**src/rtl/tagseq_pkg.sv**
```systemverilog
package tagseq_pkg;

  localparam logic [7:0] TAG_OPEN     = 8'h81;
  localparam logic [7:0] TAG_WR       = 8'h82;
  localparam logic [7:0] TAG_WR_CLOSE = 8'h83;
  localparam logic [7:0] TAG_RD       = 8'h85;
  localparam logic [7:0] TAG_RD_CLOSE = 8'h87;

  typedef enum logic [1:0] {
    EC_START = 2'd0,
    EC_WRITE = 2'd1,
    EC_READ  = 2'd2,
    EC_STOP  = 2'd3
  } eng_cmd_e;

  typedef enum logic [3:0] {
    SQ_TAG,
    SQ_ADDR,
    SQ_START_W,
    SQ_ADDR_W,
    SQ_LEN,
    SQ_WDATA,
    SQ_WDATA_W,
    SQ_ECHO_TAG,
    SQ_ECHO_LEN,
    SQ_RREQ,
    SQ_RDATA_W,
    SQ_STOP_W,
    SQ_ABORT_W,
    SQ_HALT
  } seq_state_e;

endpackage

```
**src/rtl/tagseq_unpack.sv**
```systemverilog
module tagseq_unpack #(
  parameter int BPW = 4
) (
  input  logic             clk,
  input  logic             rst_n,
  input  logic [8*BPW-1:0] ob_data,
  input  logic             ob_valid,
  output logic             ob_pop,
  output logic             byte_valid,
  output logic [7:0]       byte_out,
  input  logic             byte_take,
  input  logic             align
);

  localparam int IDX_W = (BPW > 1) ? $clog2(BPW) : 1;
  localparam logic [IDX_W-1:0] LAST_IDX = IDX_W'(BPW - 1);

  logic [IDX_W-1:0] idx_q, idx_n;
  logic             idx_en;

  assign byte_valid = ob_valid;
  assign byte_out   = ob_data[{idx_q, 3'b000} +: 8];

  always_comb begin
    ob_pop = 1'b0;
    idx_n  = idx_q;
    idx_en = 1'b0;
    if (byte_take) begin
      idx_en = 1'b1;
      if (idx_q == LAST_IDX) begin
        ob_pop = 1'b1;
        idx_n  = '0;
      end else begin
        idx_n  = idx_q + 1'b1;
      end
    end else if (align && (idx_q != '0)) begin
      idx_en = 1'b1;
      ob_pop = 1'b1;
      idx_n  = '0;
    end
  end

  always_ff @(posedge clk or negedge rst_n) begin
    if (!rst_n) begin
      idx_q <= '0;
    end else if (idx_en) begin
      idx_q <= idx_n;
    end
  end

  AST_POP_HAS_WORD: assert property (@(posedge clk) disable iff (!rst_n)
    ob_pop |-> ob_valid);
  AST_TAKE_ALIGN_EXCL: assert property (@(posedge clk) disable iff (!rst_n)
    !(byte_take && align));

endmodule

```
**src/rtl/tagseq_pack.sv**
```systemverilog
module tagseq_pack #(
  parameter int BPW = 4
) (
  input  logic             clk,
  input  logic             rst_n,
  input  logic             in_valid,
  input  logic [7:0]       in_byte,
  input  logic             in_last,
  output logic             in_ready,
  output logic [8*BPW-1:0] ib_data,
  output logic             ib_push,
  input  logic             ib_full
);

  localparam int WORD_W = 8 * BPW;
  localparam int IDX_W  = (BPW > 1) ? $clog2(BPW) : 1;
  localparam logic [IDX_W-1:0] LAST_IDX = IDX_W'(BPW - 1);

  logic [WORD_W-1:0] acc_q, merged, data_q;
  logic [IDX_W-1:0]  idx_q;
  logic              push_q;
  logic              close;

  for (genvar k = 0; k < BPW; k++) begin : g_lane
    localparam logic [IDX_W-1:0] LANE = IDX_W'(k);
    assign merged[k*8 +: 8] = (idx_q == LANE) ? in_byte : acc_q[k*8 +: 8];
  end

  assign close    = in_valid && ((idx_q == LAST_IDX) || in_last);
  assign in_ready = !ib_full && !push_q;
  assign ib_data  = data_q;
  assign ib_push  = push_q;

  always_ff @(posedge clk or negedge rst_n) begin
    if (!rst_n) begin
      acc_q  <= '0;
      idx_q  <= '0;
      push_q <= 1'b0;
      data_q <= '0;
    end else begin
      push_q <= close;
      if (close) begin
        data_q <= merged;
      end
      if (in_valid) begin
        acc_q <= close ? '0 : merged;
        idx_q <= close ? '0 : idx_q + 1'b1;
      end
    end
  end

  AST_PUSH_ROOM: assert property (@(posedge clk) disable iff (!rst_n)
    ib_push |-> !ib_full);
  AST_BYTE_WHEN_READY: assert property (@(posedge clk) disable iff (!rst_n)
    in_valid |-> in_ready);

endmodule

```
**src/rtl/tagseq_decode.sv**
```systemverilog
module tagseq_decode
  import tagseq_pkg::*;
(
  input  logic       clk,
  input  logic       rst_n,
  input  logic       byte_valid,
  input  logic [7:0] byte_in,
  output logic       byte_take,
  output logic       align,
  output logic       eng_cmd_valid,
  output logic [1:0] eng_cmd,
  output logic [7:0] eng_wdata,
  output logic       eng_rd_nack,
  input  logic       eng_done,
  input  logic [7:0] eng_rdata,
  input  logic       eng_nack,
  output logic       pk_valid,
  output logic [7:0] pk_byte,
  output logic       pk_last,
  input  logic       pk_ready,
  output logic       chunk_done,
  output logic       nack_err,
  output logic       tag_err
);

  localparam int CNT_W = 9;

  seq_state_e       st_q, st_n;
  logic [CNT_W-1:0] cnt_q, cnt_n;
  logic             cnt_en;
  logic [7:0]       tag_q, tag_n, len_q, len_n, addr_q, addr_n;
  logic             fld_en;
  logic             iss, iss_rnack, finish;
  eng_cmd_e         iss_cmd, cmd_q;
  logic [7:0]       iss_wdata, wdata_q;
  logic             cmd_valid_q, rnack_q;
  logic             done_n, done_q;
  logic             nerr_n, nerr_q, terr_n, terr_q;
  logic             tag_known, tag_is_rd, tag_closes, last_unit;

  assign tag_known  = (byte_in == TAG_WR) || (byte_in == TAG_WR_CLOSE) ||
                      (byte_in == TAG_RD) || (byte_in == TAG_RD_CLOSE);
  assign tag_is_rd  = (tag_q == TAG_RD) || (tag_q == TAG_RD_CLOSE);
  assign tag_closes = (tag_q == TAG_WR_CLOSE) || (tag_q == TAG_RD_CLOSE);
  assign last_unit  = (cnt_q == CNT_W'(1));

  always_comb begin
    st_n      = st_q;
    cnt_n     = cnt_q;
    cnt_en    = 1'b0;
    tag_n     = tag_q;
    len_n     = len_q;
    addr_n    = addr_q;
    fld_en    = 1'b0;
    byte_take = 1'b0;
    align     = 1'b0;
    iss       = 1'b0;
    iss_cmd   = EC_START;
    iss_wdata = 8'h00;
    iss_rnack = 1'b0;
    pk_valid  = 1'b0;
    pk_byte   = 8'h00;
    pk_last   = 1'b0;
    done_n    = 1'b0;
    nerr_n    = nerr_q;
    terr_n    = terr_q;
    finish    = 1'b0;
    unique case (st_q)
      SQ_TAG: if (byte_valid) begin
        if (byte_in == TAG_OPEN) begin
          byte_take = 1'b1;
          st_n      = SQ_ADDR;
        end else if (tag_known) begin
          byte_take = 1'b1;
          fld_en    = 1'b1;
          tag_n     = byte_in;
          st_n      = SQ_LEN;
        end else begin
          terr_n = 1'b1;
          st_n   = SQ_HALT;
        end
      end
      SQ_ADDR: if (byte_valid) begin
        byte_take = 1'b1;
        fld_en    = 1'b1;
        addr_n    = byte_in;
        iss       = 1'b1;
        iss_cmd   = EC_START;
        st_n      = SQ_START_W;
      end
      SQ_START_W: if (eng_done) begin
        iss       = 1'b1;
        iss_cmd   = EC_WRITE;
        iss_wdata = addr_q;
        st_n      = SQ_ADDR_W;
      end
      SQ_ADDR_W: if (eng_done) begin
        if (eng_nack) begin
          nerr_n  = 1'b1;
          iss     = 1'b1;
          iss_cmd = EC_STOP;
          st_n    = SQ_ABORT_W;
        end else begin
          st_n = SQ_TAG;
        end
      end
      SQ_LEN: if (byte_valid) begin
        byte_take = 1'b1;
        fld_en    = 1'b1;
        len_n     = byte_in;
        cnt_en    = 1'b1;
        cnt_n     = (byte_in == 8'h00) ? CNT_W'(256) : CNT_W'(byte_in);
        st_n      = tag_is_rd ? SQ_ECHO_TAG : SQ_WDATA;
      end
      SQ_WDATA: if (byte_valid) begin
        byte_take = 1'b1;
        iss       = 1'b1;
        iss_cmd   = EC_WRITE;
        iss_wdata = byte_in;
        st_n      = SQ_WDATA_W;
      end
      SQ_WDATA_W: if (eng_done) begin
        if (eng_nack) begin
          nerr_n  = 1'b1;
          iss     = 1'b1;
          iss_cmd = EC_STOP;
          st_n    = SQ_ABORT_W;
        end else begin
          cnt_en = 1'b1;
          cnt_n  = cnt_q - 1'b1;
          if (last_unit) finish = 1'b1;
          else           st_n   = SQ_WDATA;
        end
      end
      SQ_ECHO_TAG: if (pk_ready) begin
        pk_valid = 1'b1;
        pk_byte  = tag_q;
        st_n     = SQ_ECHO_LEN;
      end
      SQ_ECHO_LEN: if (pk_ready) begin
        pk_valid = 1'b1;
        pk_byte  = len_q;
        st_n     = SQ_RREQ;
      end
      SQ_RREQ: if (pk_ready) begin
        iss       = 1'b1;
        iss_cmd   = EC_READ;
        iss_rnack = last_unit && tag_closes;
        st_n      = SQ_RDATA_W;
      end
      SQ_RDATA_W: if (eng_done) begin
        pk_valid = 1'b1;
        pk_byte  = eng_rdata;
        pk_last  = last_unit;
        cnt_en   = 1'b1;
        cnt_n    = cnt_q - 1'b1;
        if (last_unit) finish = 1'b1;
        else           st_n   = SQ_RREQ;
      end
      SQ_STOP_W: if (eng_done) begin
        align  = 1'b1;
        done_n = 1'b1;
        st_n   = SQ_TAG;
      end
      SQ_ABORT_W: if (eng_done) begin
        st_n = SQ_HALT;
      end
      default: st_n = SQ_HALT;
    endcase
    if (finish) begin
      if (tag_closes) begin
        iss     = 1'b1;
        iss_cmd = EC_STOP;
        st_n    = SQ_STOP_W;
      end else begin
        align  = 1'b1;
        done_n = 1'b1;
        st_n   = SQ_TAG;
      end
    end
  end

  always_ff @(posedge clk or negedge rst_n) begin
    if (!rst_n) begin
      st_q        <= SQ_TAG;
      cnt_q       <= '0;
      tag_q       <= 8'h00;
      len_q       <= 8'h00;
      addr_q      <= 8'h00;
      cmd_valid_q <= 1'b0;
      cmd_q       <= EC_START;
      wdata_q     <= 8'h00;
      rnack_q     <= 1'b0;
      done_q      <= 1'b0;
      nerr_q      <= 1'b0;
      terr_q      <= 1'b0;
    end else begin
      st_q        <= st_n;
      cmd_valid_q <= iss;
      done_q      <= done_n;
      nerr_q      <= nerr_n;
      terr_q      <= terr_n;
      if (cnt_en) cnt_q <= cnt_n;
      if (fld_en) begin
        tag_q  <= tag_n;
        len_q  <= len_n;
        addr_q <= addr_n;
      end
      if (iss) begin
        cmd_q   <= iss_cmd;
        wdata_q <= iss_wdata;
        rnack_q <= iss_rnack;
      end
    end
  end

  assign eng_cmd_valid = cmd_valid_q;
  assign eng_cmd       = cmd_q;
  assign eng_wdata     = wdata_q;
  assign eng_rd_nack   = rnack_q;
  assign chunk_done    = done_q;
  assign nack_err      = nerr_q;
  assign tag_err       = terr_q;

  logic busy_chk;
  always_ff @(posedge clk or negedge rst_n) begin
    if (!rst_n)           busy_chk <= 1'b0;
    else if (cmd_valid_q) busy_chk <= 1'b1;
    else if (eng_done)    busy_chk <= 1'b0;
  end

  AST_ONE_OUTSTANDING: assert property (@(posedge clk) disable iff (!rst_n)
    eng_cmd_valid |-> !busy_chk);
  AST_DONE_EXPECTED: assert property (@(posedge clk) disable iff (!rst_n)
    eng_done |-> busy_chk);
  AST_TAG_ERR_STICKY: assert property (@(posedge clk) disable iff (!rst_n)
    tag_err |=> tag_err);
  AST_TAG_ERR_SILENT: assert property (@(posedge clk) disable iff (!rst_n)
    tag_err |=> (!eng_cmd_valid && !byte_take));
  AST_NACK_STICKY: assert property (@(posedge clk) disable iff (!rst_n)
    nack_err |=> nack_err);
  AST_DONE_PULSE: assert property (@(posedge clk) disable iff (!rst_n)
    chunk_done |=> !chunk_done);

endmodule

```
**src/rtl/i2c_tag_sequencer.sv**
```systemverilog
module i2c_tag_sequencer #(
  parameter int BYTES_PER_WORD = 4
) (
  input  logic                        clk,
  input  logic                        rst_n,
  input  logic [8*BYTES_PER_WORD-1:0] ob_data,
  input  logic                        ob_valid,
  output logic                        ob_pop,
  output logic                        eng_cmd_valid,
  output logic [1:0]                  eng_cmd,
  output logic [7:0]                  eng_wdata,
  output logic                        eng_rd_nack,
  input  logic                        eng_done,
  input  logic [7:0]                  eng_rdata,
  input  logic                        eng_nack,
  output logic [8*BYTES_PER_WORD-1:0] ib_data,
  output logic                        ib_push,
  input  logic                        ib_full,
  output logic                        chunk_done,
  output logic                        nack_err,
  output logic                        tag_err
);

  logic [1:0] rst_sync_q;
  logic       rst_n_int;

  always_ff @(posedge clk or negedge rst_n) begin
    if (!rst_n) rst_sync_q <= 2'b00;
    else        rst_sync_q <= {rst_sync_q[0], 1'b1};
  end
  assign rst_n_int = rst_sync_q[1];

  logic       byte_valid, byte_take, align;
  logic [7:0] byte_val;
  logic       pk_valid, pk_last, pk_ready;
  logic [7:0] pk_byte;

  tagseq_unpack #(.BPW(BYTES_PER_WORD)) u_unpack (
    .clk        (clk),
    .rst_n      (rst_n_int),
    .ob_data    (ob_data),
    .ob_valid   (ob_valid),
    .ob_pop     (ob_pop),
    .byte_valid (byte_valid),
    .byte_out   (byte_val),
    .byte_take  (byte_take),
    .align      (align)
  );

  tagseq_decode u_decode (
    .clk           (clk),
    .rst_n         (rst_n_int),
    .byte_valid    (byte_valid),
    .byte_in       (byte_val),
    .byte_take     (byte_take),
    .align         (align),
    .eng_cmd_valid (eng_cmd_valid),
    .eng_cmd       (eng_cmd),
    .eng_wdata     (eng_wdata),
    .eng_rd_nack   (eng_rd_nack),
    .eng_done      (eng_done),
    .eng_rdata     (eng_rdata),
    .eng_nack      (eng_nack),
    .pk_valid      (pk_valid),
    .pk_byte       (pk_byte),
    .pk_last       (pk_last),
    .pk_ready      (pk_ready),
    .chunk_done    (chunk_done),
    .nack_err      (nack_err),
    .tag_err       (tag_err)
  );

  tagseq_pack #(.BPW(BYTES_PER_WORD)) u_pack (
    .clk      (clk),
    .rst_n    (rst_n_int),
    .in_valid (pk_valid),
    .in_byte  (pk_byte),
    .in_last  (pk_last),
    .in_ready (pk_ready),
    .ib_data  (ib_data),
    .ib_push  (ib_push),
    .ib_full  (ib_full)
  );

endmodule

```
**config.mk**
```make
export PLATFORM = sky130hd
export DESIGN_NAME = i2c_tag_sequencer
export DESIGN_NICKNAME = d
export VERILOG_FILES = /design/src/rtl/tagseq_pkg.sv /design/src/rtl/tagseq_unpack.sv /design/src/rtl/tagseq_pack.sv /design/src/rtl/tagseq_decode.sv /design/src/rtl/i2c_tag_sequencer.sv
export SDC_FILE = /design/constraint.sdc
export NUM_CORES = 1
export LEC_CHECK = 0
export BUFFER_PORTS_ARGS = -buffer_cell sky130_fd_sc_hd__buf_2
export CAP_MARGIN = 20
export CELL_PAD_IN_SITES_DETAIL_PLACEMENT = 2
export CELL_PAD_IN_SITES_GLOBAL_PLACEMENT = 2
export CORE_MARGIN = 2
export CORE_UTILIZATION = 41
export CTS_CLUSTER_SIZE = 24
export DETAILED_ROUTE_END_ITERATION = 8
export GPL_TIMING_DRIVEN = 0
export MAX_ROUTING_LAYER = met4
export PLACE_DENSITY_LB_ADDON = 0.1
export SLEW_MARGIN = 30
export SYNTH_ARGS = -nofsm -noshare
export SYNTH_HDL_FRONTEND = slang
export SYNTH_HIERARCHICAL = 1
export SYNTH_SLANG_ARGS = --single-unit
export TNS_END_PERCENT = 30
```
**constraint.sdc**
```tcl
create_clock -name clk -period 11.74 [get_ports clk]
set_input_delay 0 -clock clk [delete_from_list [all_inputs] [get_ports clk]]
set_output_delay 0 -clock clk [all_outputs]
set_load 0.02 [all_outputs]
```
== Word-level counts from Yosys, hierarchy flattened ==
Cells that the tools add are included.

* Bits in registers: 123
* Word-level logic and storage cells: 187
* Output and inout port bits: 49
* Input bits: 46

* Bitwise logic cells: 2
* Equal/unequal tests: 44
* Shifts and indexed selects: 1
* $add $sub $neg: 3
* Mux-type cells: 88
* Reductions and logical operators: 31

{| class="wikitable"
|+ Operators with widths
! operator !! number
|-
| 4-bit two-way mux || 21
|-
| 8-bit two-way mux || 9
|-
| 8-bit equality test, second input constant || 8
|-
| 4-bit one-hot mux with 13 select lines || 1
|-
| 9-bit two-way mux || 5
|-
| 3-bit by 2-bit inequality test with 1-bit output, second input constant || 14
|-
| 32-bit two-way mux || 1
|-
| 32-bit by 6-bit indexed part select with 8-bit output || 1
|-
| 1-bit two-way mux || 31
|-
| 9-bit one-hot mux with 3 select lines || 1
|-
| 8-bit one-hot mux with 3 select lines || 1
|-
| 4-bit equality test, second input constant || 5
|-
| 2-bit two-way mux || 10
|-
| 4-bit by 3-bit equality test with 1-bit output, second input constant || 4
|-
| 8-bit one-hot mux with 2 select lines || 1
|-
| 15-bit AND reduction || 1
|-
| 9-bit by 1-bit equality test with 1-bit output, second input constant || 1
|-
| 3-bit AND reduction || 3
|-
| 9-bit by 1-bit subtractor with 9-bit output, second input constant || 1
|-
| 4-bit by 2-bit equality test with 1-bit output, second input constant || 2
|-
| 8-bit logical NOT || 1
|-
| 2-bit inequality test, second input constant || 4
|-
| 1-bit one-hot mux with 2 select lines || 4
|-
| 2-bit one-hot mux with 4 select lines || 1
|-
| other kinds (21) || 38
|}

== Depth between registers and ports, before layout ==
Gate-level depths: netlist (run 1).

* Depth after elaboration: 11
* Depth in mapped cells: 10
* Depth with buffers taken out: 8

== Cells and area by module ==
The synthesis (run 1) kept the hierarchy.

{| class="wikitable"
|+ Modules (own cells, without submodules)
! module !! area each (um^2) !! sequential area each (um^2) !! times used !! cells an instance
|-
| tagseq_pack || 3,293.2 || 1,676.6 || 1 || 253
|-
| tagseq_decode || 2,909.0 || 1,301.2 || 1 || 289
|-
| tagseq_unpack || 331.6 || 50.0 || 1 || 23
|-
| i2c_tag_sequencer || 53.8 || 50.0 || 1 || 3
|}

== Least setup slack after synthesis (run 1) ==
OpenSTA, ideal clock, no wires.

* Path kind: flip-flop to flip-flop
* Start point: register u_unpack.idx_q[0]
* End point: register u_unpack.idx_q[0]
* Stages on the path, launching flop included: 9
* Library setup time: 0.095 ns
* Path buffers: 1
* Path slack: 9.166 ns
* Period minus slack after synthesis: 2.574 ns
* Data arrival time: 2.478 ns
* Data required time: 11.645 ns
* Cell sequence: dfrtp_1 -> buf_6 -> mux4_2 -> nor4_2 -> o211ai_1 -> a211oi_1 -> and2_1 -> or3b_1 -> o31ai_1

* Cells in the longest elaborated chain, start to end: 11
* Elaborated cells between the ends (all ways): 23
* Classes of those cells: add/sub (1); eq/ne (6); shift (1); mux (8); reduce/logical (7)

{| class="wikitable"
|+ Ends and longest elaborated chain
! what !! RTL line !! text
|-
| from (decl) || tagseq_unpack.sv:18 || <nowiki>logic [IDX_W-1:0] idx_q, idx_n;</nowiki>
|-
| from (signal assigned) || tagseq_unpack.sv:47 || <nowiki>idx_q <= idx_n;</nowiki>
|-
| 32-bit by 6-bit indexed part select with 8-bit output (*) || tagseq_unpack.sv:22 || <nowiki>assign byte_out = ob_data[{idx_q, 3'b000} +: 8];</nowiki>
|-
| via byte_val[3] || i2c_tag_sequencer.sv:34 || <nowiki>logic [7:0] byte_val;</nowiki>
|-
| 8-bit equality test || tagseq_decode.sv:41 || <nowiki>assign tag_known = (byte_in == TAG_WR) || (byte_in == TAG_WR_CLOSE) ||</nowiki>
|-
| 1-bit logical OR (2 in series) || tagseq_decode.sv:41 ||
|-
| 1-bit logical OR || tagseq_decode.sv:42 || <nowiki>(byte_in == TAG_RD) || (byte_in == TAG_RD_CLOSE);</nowiki>
|-
| 1-bit two-way mux || tagseq_decode.sv:73 || <nowiki>end else if (tag_known) begin</nowiki>
|-
| 1-bit two-way mux (*) || tagseq_decode.sv:70 || <nowiki>if (byte_in == TAG_OPEN) begin</nowiki>
|-
| 1-bit two-way mux (*) || tagseq_decode.sv:69 || <nowiki>SQ_TAG: if (byte_valid) begin</nowiki>
|-
| 1-bit one-hot mux with 2 select lines (*) || tagseq_decode.sv:68 || <nowiki>unique case (st_q)</nowiki>
|-
| via byte_take || i2c_tag_sequencer.sv:33 || <nowiki>logic byte_valid, byte_take, align;</nowiki>
|-
| 2-bit nonzero test (no line) / 1-bit two-way mux (equally long branches) || - ||
|-
| 2-bit AND reduction (no line) || - ||
|}

Mark *: on every way through the listed nets, which the timed path passes. The rest lies on a longest branch.
A chain may end at the register's enable or synchronous reset.

== Final worst setup path (run 1) ==
* Start point: register u_unpack.idx_q[0]
* End point: output port ob_pop

* Cells in the longest elaborated chain, start to end: 10
* Elaborated cells between the ends (all ways): 19
* Classes of those cells: eq/ne (6); shift (1); mux (7); reduce/logical (5)

{| class="wikitable"
|+ Ends and longest elaborated chain
! what !! RTL line !! text
|-
| 32-bit by 6-bit indexed part select with 8-bit output (*) || tagseq_unpack.sv:22 ||
|-
| via byte_val[3] || i2c_tag_sequencer.sv:34 ||
|-
| 8-bit equality test || tagseq_decode.sv:41 ||
|-
| 1-bit logical OR (2 in series) || tagseq_decode.sv:41 ||
|-
| 1-bit logical OR || tagseq_decode.sv:42 ||
|-
| 1-bit two-way mux || tagseq_decode.sv:73 ||
|-
| 1-bit two-way mux (*) || tagseq_decode.sv:70 ||
|-
| 1-bit two-way mux (*) || tagseq_decode.sv:69 ||
|-
| 1-bit one-hot mux with 2 select lines (*) || tagseq_decode.sv:68 ||
|-
| via byte_take || i2c_tag_sequencer.sv:33 ||
|-
| 1-bit two-way mux (*) || tagseq_unpack.sv:28 || <nowiki>if (byte_take) begin</nowiki>
|-
| to (decl) || i2c_tag_sequencer.sv:8 || <nowiki>output logic ob_pop,</nowiki>
|}

Marks and branches as above.

==> impl_metrics.py, run 1 <==
metrics = {
    "yosys": {
        "synth_ff_type": "dfrtp_1",
        "synth_area_um2": 6590,
        "synth_enable_flop_cells": 0,
        "synth_area_per_cell_um2": 11.6,
        "async_flop_share_pct": 100,
        "ys_types": 67,
        "synth.net_count": 622,
        "synth_seq_cells": 123,
        "seq_area_frac_synth_pct": 46.7,
        "synthCells": 568,
        "yosys_warnings": 6,
    },
    "cts": {
        "clock_latency_ps": 420,
        "root_buffer": "clkbuf_16",
        "cts.sinks": 123,
        "htreeDepth": 4,
        "numCtsBuffers": 17,
        "cts_tree": "done",
        "ctsLongestPathBuffers": 2,
        "clk_pin_slew_worst_paths_ps": 60,
    },
    "power": {
        "p_leak_nw": 3.69,
        "power_per_cell_area_nw_per_um2": 261,
        "ir_worst_vdd_mv": 0.120,
    },
    "timing": {
        "hold_viol_final": 0,
        "skew_ps": 9.13,
        "period_needed_ps": 3460,
        "worstMarginPinSlew_ps": 921,
        "setup_viol": 0,
        "setup_tns_ps": 0,
        "max_freq_ghz": 0.289,
        "whs_ps": 66.8,
        "fin_crit_sh_pct": 29.5,
        "slew_viol_final": 0,
        "rsz0062_at_grt": "no",
        "relSlewSlack_pct": 38.1,
    },
    "global_routing": {
        "grt_max_degree": 47,
        "grt_overflow_total": 0,
        "grt.total_usage_pct": 26.3,
        "grt_pass1_wl_um": 32600,
        "grt_pass1_vias": 5761,
        "antenna_found_initial": 0,
    },
    "finish": {
        "diodes": 0,
        "area_delta_synth_final_pct": 21.3,
        "instances_no_fill": 913,
        "final_util_pct": 50.7,
        "num-nets-final": 739,
        "layout-drive-gt1-share_pct": 33.6,
    },
    "worst_setup_path": {
        "crit_required_ps": 11740,
        "end_kind": "primary output",
        "startpoint_type": "flop",
        "startpoint": "u_unpack/idx_q[0]",
        "worstPathMaxFanout": 10,
        "arrival_ps": 3460,
        "crit_type": "flop to primary output",
        "worstReg2RegStart": "u_unpack/idx_q[0]",
    },
    "placement": {
        "dp_hpwl_um": 14100,
        "place_congestion": 0.848,
        "dpl.cell_count": 879,
        "io_buffers": 93,
    },
    "detailed_routing": {
        "drt-initial-drc-count": 323,
        "wl_um": 20600,
        "first_pass_iters": 4,
        "ant_nets": 0,
        "routed_via_density": 5.61,
        "wire_per_inst_um": 22.6,
        "vias": 5118,
        "drc": 0,
    },
    "die": {
        "die_w_um": 131,
        "die_area_um2": 17100,
        "start_util_pct": 41.8,
        "rows": 46,
        "pin_count": 95,
        "die_h_um": 131,
        "core_area_um2": 15800,
    },
    "status": {
        "outcome": "completed",
    },
    "min_path": {
        "worstHoldStart": "ob_valid",
        "hold_path_class": "primary input to flop",
    },
    "flow_run": {
        "drv_cap": 0,
    },
}
## logic make-up (layout without fill, tap and decap cells)
logic type | count (synthesis) | after routing | synth area share, %
AO/OA/AOI/OAI | 128 | 128 | 14.7
multiplexers | 93 | 93 | 17.2
AND/OR/NAND/NOR | 157 | 157 | 14.9
adder cells (fa/ha/maj) | 8 | 8 | 1.52
flip-flops | 123 | 123 | 46.7
other | 1 | 1 | 0.0569
XOR/XNOR | 1 | 1 | 0.133
buffers and inverters | 57 | 186 | 4.79
## Yosys cell counts (6+ instances only)
| cell | instances | area [um2] |
|---|---|---|
| a21o_1 | 8 | 60.1 |
| buf_4 | 7 | 52.6 |
| o211ai_1 | 7 | 52.6 |
| dfrtp_1 | 123 | 3080 |
| a22o_1 | 26 | 228 |
| mux2_1 | 33 | 372 |
| nand2_1 | 19 | 71.3 |
| nor2_1 | 18 | 67.6 |
| a221o_1 | 21 | 210 |
| buf_2 | 18 | 90.1 |
| ha_1 | 8 | 100 |
| clkbuf_1 | 7 | 26.3 |
| and2_1 | 10 | 62.6 |
| nand3_1 | 9 | 45.0 |
| mux2_2 | 50 | 563 |
| a21oi_1 | 14 | 70.1 |
| inv_1 | 17 | 63.8 |
| o21ai_0 | 23 | 115 |
| nor2b_1 | 52 | 325 |
| a31oi_1 | 6 | 37.5 |
| buf_6 | 7 | 78.8 |
| nor3_1 | 7 | 35.0 |
| mux4_2 | 8 | 180 |
## where the power goes
part           total, mW  switching, mW  internal (mW)
logic              0.911          0.527          0.384
clock network      0.523          0.192          0.331
registers          0.652         0.0915          0.560
total               2.09          0.811           1.28
## worst paths after layout
path,endpoint,slack (ps),cells after the start
hold / removal,u_decode/tag_err,70,3
setup reg to reg,u_unpack/idx_q[0],8670,8
setup / recovery,ob_pop,8280,8
min in group asynchronous,u_pack/acc_q[3],330,0
hold reg to reg,u_pack/acc_q[3],330,0
max in group asynchronous,u_pack/acc_q[23],10780,1
## cell type report
cell class / instances / area (um2)
Buffer: 40 / 251
Fill cell: 1612 / 7780
Tap cell: 216 / 270
Inverter: 17 / 63.8
Clock inverter: 12 / 150
Multi-Input combinational cell: 388 / 3200
Clock buffer: 19 / 433
Timing Repair Buffer: 98 / 543
Sequential cell: 123 / 3080
## layout by cell type, fill, tap and decap left out, drive strengths merged, types with 3 or more instances in the layout
cell,instances
clkinvlp,3
mux4,8
dfrtp,123
buf,128
a221o,21
a21oi,14
o211ai,8
nand2b,4
clkbuf,26
nand4,5
nand3,10
and2,10
nor4bb,4
clkinv,6
mux2,83
ha,8
a21o,8
a31oi,6
bufinv,3
o31ai,5
nand2,19
nor2b,56
nor4b,3
nor2,18
o21ai,26
dlygate4sd3,3
or4b,4
inv,17
a22o,26
nor3,9
## registers in the layout (all words and copies together) (netlist names)
register                flops
u_pack/acc_q               32
u_pack/ib_data             32
u_decode/cnt_q              9
u_decode/addr_q             8
u_decode/eng_wdata          8
u_decode/len_q              8
u_decode/tag_q              8
u_decode/st_q               4
rst_sync_q                  2
u_decode/eng_cmd            2
u_pack/idx_q                2
u_unpack/idx_q              2
u_decode/chunk_done         1
u_decode/eng_cmd_valid      1
u_decode/eng_rd_nack        1
u_decode/nack_err           1
u_decode/tag_err            1
u_pack/ib_push              1
## through the flow
| step | power [mW] | instance area [um2] | worst slack [ps] |
|---|---|---|---|
| finish | 2.09 | 7990 | 8280 |
| global route | 2.22 | 7990 | 8080 |
| CTS | 2.11 | 7990 | 8270 |
| detailed placement | 1.55 | 7380 | 8690 |
| global placement | 1.49 | 7320 | 6550 |
| floorplan | 1.28 | 6590 | 8060 |
## worst max-delay path: stages (launching register included)
cell	delay (ps)
dfrtp_1	370
buf_6	180
mux4_2	630
nor4_2	500
o211ai_1	230
a211oi_1	340
and2_1	270
mux2_2	350
buf_2	160
## layer usage
| layer | global-route usage [%] | wire, um | vias to the layer above |
|---|---|---|---|
| met5 | - | 0 | - |
| met4 | 7.82 | 342 | 0 |
| met3 | 4.56 | 658 | 22 |
| met2 | 46.8 | 11000 | 105 |
| met1 | 30.5 | 8600 | 2667 |
| li1 | - | - | 2324 |
## repair_timing
action / in CTS / in global routing
resized for setup: 0 / 0
endpoints found under the setup margin: 0 / 0
hold buffers: 3 / 0
endpoints found under the hold margin: 4 / 0
buffers inserted: 0 / 0
No activity file was read; power rests on OpenSTA's default activity.
==> run 2, diff against run 1 <==
Settings changed: CORE_UTILIZATION 41 to 38.
Clock period 11.74 ns to 3.4 ns, I/O delays scaled along.
==> impl_metrics.py, run 2 (synthesis gave the netlist of run 1 again) <==
metrics = {
    "global_routing": {
        "grt.total_usage_pct": 24.4,
        "grt_pass1_wl_um": 33000,
        "grt_pass1_vias": 5895,
        "antenna_found_initial": 0,
        "grt_overflow_total": 0,
        "grt_max_degree": 44,
    },
    "cts": {
        "htreeDepth": 4,
        "root_buffer": "clkbuf_16",
        "ctsLongestPathBuffers": 2,
        "cts_tree": "done",
        "cts.sinks": 123,
        "numCtsBuffers": 17,
        "clk_pin_slew_worst_paths_ps": 60,
        "clock_latency_ps": 430,
    },
    "finish": {
        "instances_no_fill": 926,
        "diodes": 0,
        "layout-drive-gt1-share_pct": 34.2,
        "area_delta_synth_final_pct": 23.2,
        "layout_commonest_cell": "dfrtp_1",
        "layout_common_cells": "dfrtp_1 (122), buf_2 (111), nor2b_1 (52)",
        "num-nets-final": 742,
    },
    "worst_setup_path": {
        "worstPathMaxFanout": 3,
        "critical-path-max-stage-delay_ps": 540,
        "arrival_ps": 3170,
        "path_cells": "inv_1 -> ha_1 -> nor4b_1 -> nand3_1 -> or3b_2 -> o21ai_0 -> nor2b_1 -> mux2_2 -> buf_2",
        "end_kind": "primary output",
        "crit_type": "flop to primary output",
        "startpoint_type": "flop",
        "crit_required_ps": 3400,
        "crit_slowest_cell": "or3b_2",
    },
    "detailed_routing": {
        "vias": 5203,
        "routed_via_density": 5.62,
        "ant_nets": 0,
        "wl_um": 20800,
        "drc": 0,
        "first_pass_iters": 4,
        "drt-initial-drc-count": 236,
        "wire_per_inst_um": 22.4,
    },
    "timing": {
        "worstMarginPinSlew_ps": 776,
        "setup_tns_ps": 0,
        "rsz0062_at_grt": "no",
        "skew_ps": 11.7,
        "fin_crit_sh_pct": 93.1,
        "setup_viol": 0,
        "max_freq_ghz": 0.316,
        "period_needed_ps": 3170,
        "whs_ps": 63.9,
        "relSlewSlack_pct": 47.8,
        "slew_viol_final": 0,
        "hold_viol_final": 0,
    },
    "min_path": {
        "hold_path_class": "primary input to flop",
    },
    "die": {
        "die_w_um": 136,
        "die_area_um2": 18400,
        "start_util_pct": 38.5,
        "die_h_um": 136,
        "rows": 48,
        "pin_count": 95,
        "core_area_um2": 17100,
    },
    "status": {
        "outcome": "completed",
    },
    "power": {
        "power_per_cell_area_nw_per_um2": 922,
        "p_leak_nw": 3.76,
        "ir_worst_vdd_mv": 0.425,
    },
    "placement": {
        "io_buffers": 93,
        "dpl.cell_count": 888,
        "dp_hpwl_um": 14300,
        "place_congestion": 0.870,
    },
    "flow_run": {
        "drv_cap": 0,
    },
}
-- run 2: routing by layer --
layer,routed length (um),up-vias,track usage [%]
met5,0,-,-
li1,-,2339,-
met3,612,33,4.68
met2,11100,114,43.2
met4,408,0,8.16
met1,8660,2717,27.7
-- run 2: area by class of cell --
class                      instances  area [um2]
fill                            1763        9000
tap                              225         282
clock inverter                    10         186
multi-input combinational        388        3210
timing repair buffer             101         566
buffer                            40         251
inverter                          17        63.8
sequential                       123        3080
clock buffer                      22         474
-- run 2: power breakdown --
part           switching, mW  leakage (nW)  total, mW  internal [mW]
sequential             0.315          1.50       2.25           1.93
combinational           1.86          1.93       3.21           1.35
clock                  0.673         0.325       2.03           1.36
-- run 2: worst max-delay path, delay by kind of cell, from the launching register on --
kind | cells | cell delay, ps
AND/OR/NAND/NOR | 4 | 1500
flip-flops | 1 | 400
buffers and inverters | 2 | 260
AO/OA/AOI/OAI | 1 | 210
multiplexers | 1 | 190
adder cells (fa/ha/maj) | 1 | 170
-- run 2: per-stage QoR --
stage / total power [mW] / util, % / cell area, um2 / worst slack, ps
6_report: 7.49 / 47.4 / 8120 / 233
5_1_grt: 7.94 / 47.4 / 8120 / 37.6
4_1_cts: 7.52 / 47.3 / 8090 / 20.2
3_5_place_dp: 5.36 / 43.2 / 7390 / 354
3_3_place_gp: 5.16 / 42.9 / 7340 / 425
2_1_floorplan: 4.42 / - / 6590 / 826
-- run 2: repair_timing --
item                                    4_1_cts  5_1_grt
hold buffers                                  3        0
endpoints found under the hold margin         4        0
pin swaps                                     0        1
endpoints found under the setup margin        1        1
gates resized for setup                       1        1
buffers inserted                              0        3
-- run 2: final timing paths --
kind,from,to,slack (ps),cells after the start
min in group asynchronous,rst_sync_q[1],u_pack/acc_q[2],340,0
worst min-delay path,ob_valid,u_decode/tag_err,60,3
worst min register to register,rst_sync_q[1],u_pack/acc_q[2],340,0
max in group asynchronous,rst_sync_q[1],u_decode/addr_q[7],2420,1
worst max-delay path,u_decode/cnt_q[1],ob_pop,230,9
worst max register to register,u_decode/st_q[3],u_pack/acc_q[3],320,9
==> run 3, diff against run 2 <==
Settings changed: CORE_MARGIN 2 to 10, CORE_UTILIZATION 38 to 37, REMOVE_ABC_BUFFERS set to 1, SYNTH_HIERARCHICAL 1 to unset.
==> impl_metrics.py, run 3 <==
metrics = {
    "status": {
        "outcome": "completed",
    },
    "die": {
        "die_area_um2": 22100,
        "die_h_um": 149,
        "start_util_pct": 38.1,
        "rows": 46,
        "core_area_um2": 16100,
        "die_w_um": 149,
        "pin_count": 95,
    },
    "global_routing": {
        "grt_overflow_total": 0,
        "antenna_found_initial": 0,
        "grt_pass1_wl_um": 31200,
        "grt_pass1_vias": 5582,
        "grt_max_degree": 34,
        "grt.total_usage_pct": 18.4,
    },
    "cts": {
        "cts.sinks": 123,
        "post_cts_buffers": 0,
        "numCtsBuffers": 17,
        "htreeDepth": 4,
        "cts_tree": "done",
        "root_buffer": "clkbuf_16",
        "clock_latency_ps": 430,
        "clk_pin_slew_worst_paths_ps": 60,
        "ctsLongestPathBuffers": 2,
    },
    "flow_run": {
        "drv_cap": 0,
    },
    "finish": {
        "layout_commonest_cell": "dfrtp_1",
        "num-nets-final": 694,
        "layout_common_cells": "dfrtp_1 (121), buf_2 (94), nor2_1 (51)",
        "area_delta_synth_final_pct": 21.7,
        "layout-drive-gt1-share_pct": 31.4,
        "nFillCells": 1656,
        "diodes": 0,
        "instances_no_fill": 869,
        "final_util_pct": 46.3,
    },
    "timing": {
        "worstMarginPinSlew_ps": 937,
        "setup_viol": 0,
        "rsz0062_at_grt": "no",
        "max_freq_ghz": 0.315,
        "slew_viol_final": 0,
        "fin_crit_sh_pct": 93.5,
        "hold_viol_final": 0,
        "skew_ps": 9.57,
        "setup_tns_ps": 0,
        "relSlewSlack_pct": 37.4,
        "period_needed_ps": 3180,
    },
    "yosys": {
        "synth_seq_cells": 123,
        "synth_common_cells": "dfrtp_1 (123), nor2_1 (51), mux2_2 (48), a21oi_1 (40)",
        "synth_area_um2": 6110,
        "ys_top_cells_by_area": "dfrtp_1 (50%), mux2_2 (8.8%), a32o_1 (3.9%)",
        "synthDominantCellAreaShare_pct": 50.4,
        "synthCells": 554,
        "ys_types": 65,
        "synth_ff_type": "dfrtp_1",
        "yosys_warnings": 0,
        "synth_area_per_cell_um2": 11.0,
        "yosysTopAreaCell": "dfrtp_1",
        "seq_area_frac_synth_pct": 50.4,
        "synth_most_common_cell": "dfrtp_1",
        "async_flop_share_pct": 100,
        "synth_enable_flop_cells": 0,
    },
    "detailed_routing": {
        "ant_nets": 0,
        "drc": 0,
        "wire_per_inst_um": 21.8,
        "vias": 4842,
        "drt-initial-drc-count": 279,
        "routed_via_density": 5.57,
        "first_pass_iters": 4,
        "wl_um": 18900,
    },
    "placement": {
        "dpl.cell_count": 832,
        "place_congestion": 0.854,
        "io_buffers": 94,
        "dp_hpwl_um": 13900,
    },
    "min_path": {
        "hold_path_class": "primary input to flop",
    },
    "worst_setup_path": {
        "worstPathMaxFanout": 12,
        "startpoint_type": "flop",
        "crit_required_ps": 3400,
        "regToRegSetupSlack_ps": 250,
        "crit_type": "flop to primary output",
        "end_kind": "primary output",
        "arrival_ps": 3180,
    },
    "power": {
        "power_per_cell_area_nw_per_um2": 924,
        "p_leak_nw": 3.54,
        "ir_worst_vdd_mv": 0.339,
    },
}
## run 3: changes by cell type after synthesis, moves of 7 or more
cell and delta:
and2_1 -7, buf_2 -9, a22o_1 -17, a21oi_1 +26, a32o_1 +23, nor2_1 +33
a2bb2oi_1 +8, clkbuf_1 +15, mux2_1 -32, nor2b_1 -37, buf_4 -7, nand2_1 +8
a22oi_1 +9, a221o_1 -21
## run 3: cell families (layout without fill, tap and decap cells)
logic type / count (synthesis) / after routing / synth area share (%)
other: 1 / 1 / 0.0614
multiplexers: 62 / 62 / 13.3
AO/OA/AOI/OAI: 162 / 162 / 18.7
AND/OR/NAND/NOR: 146 / 146 / 12.2
flip-flops: 123 / 123 / 50.4
buffers and inverters: 51 / 150 / 3.56
XOR/XNOR: 1 / 1 / 0.143
adder cells (fa/ha/maj): 8 / 8 / 1.64
## run 3: area by class of cell
class	instances	area (um2)	share of cell area (%)
Tap cell	216	270	3.63
Timing Repair Buffer	103	608	8.17
Clock inverter	15	165	2.22
Inverter	15	56.3	0.757
Sequential cell	123	3080	41.4
Clock buffer	17	425	5.72
Multi-Input combinational cell	380	2830	38.0
## run 3: worst paths after layout
check	depth (start not counted)	endpoint	start
setup reg to reg	6	u_pack.ib_data[19]	u_decode.st_q[3]
hold / removal	4	u_pack.acc_q[22]	eng_rdata[6]
min in group asynchronous	0	u_pack.acc_q[27]	rst_sync_q[1]
hold reg to reg	0	u_pack.acc_q[27]	rst_sync_q[1]
setup / recovery	6	ob_pop	u_unpack.idx_q[0]
max in group asynchronous	1	u_decode.st_q[1]	rst_sync_q[1]
## run 3: routing by layer
layer / vias to the layer above / track usage [%] / wire length, um
li1: 2225 / - / -
met1: 2502 / 20.9 / 8030
met2: 98 / 31.5 / 9870
met3: 17 / 4.52 / 831
met4: 0 / 5.05 / 190
met5: - / - / 0
## run 3: timing repair
action / in CTS / in global routing
hold buffers: 5 / 0
cloned: 0 / 0
setup endpoints to repair: 5 / 16
endpoints found under the hold margin: 6 / 0
gates resized for setup: 1 / 1
## run 3: stage by stage
stage,setup slack [ps],hold WS (ps),instance area [um2],power (mW)
2_1_floorplan,-280,-296,5950,4.11
3_3_place_gp,-1760,-215,6690,4.91
3_5_place_dp,13.7,-211,6780,5.09
4_1_cts,159,47.6,7420,6.94
5_1_grt,23.4,111,7440,7.37
6_report,221,69.8,7440,6.87
## run 3: worst max-delay path, stage by stage, from the launching register on
cell and delay, ps:
dfrtp_1 680, mux4_1 820, nor4_4 300, nand2_1 140
o311ai_2 440, o2bb2ai_1 160, buf_2 200
## run 3: report_power, final
group          leakage, nW  total, mW  switching [mW]  internal (mW)
Sequential            1.63       2.38           0.439           1.95
Combinational         1.64       2.68            1.63           1.05
Clock                0.277       1.80           0.715           1.09
Total                 3.54       6.87            2.78           4.09
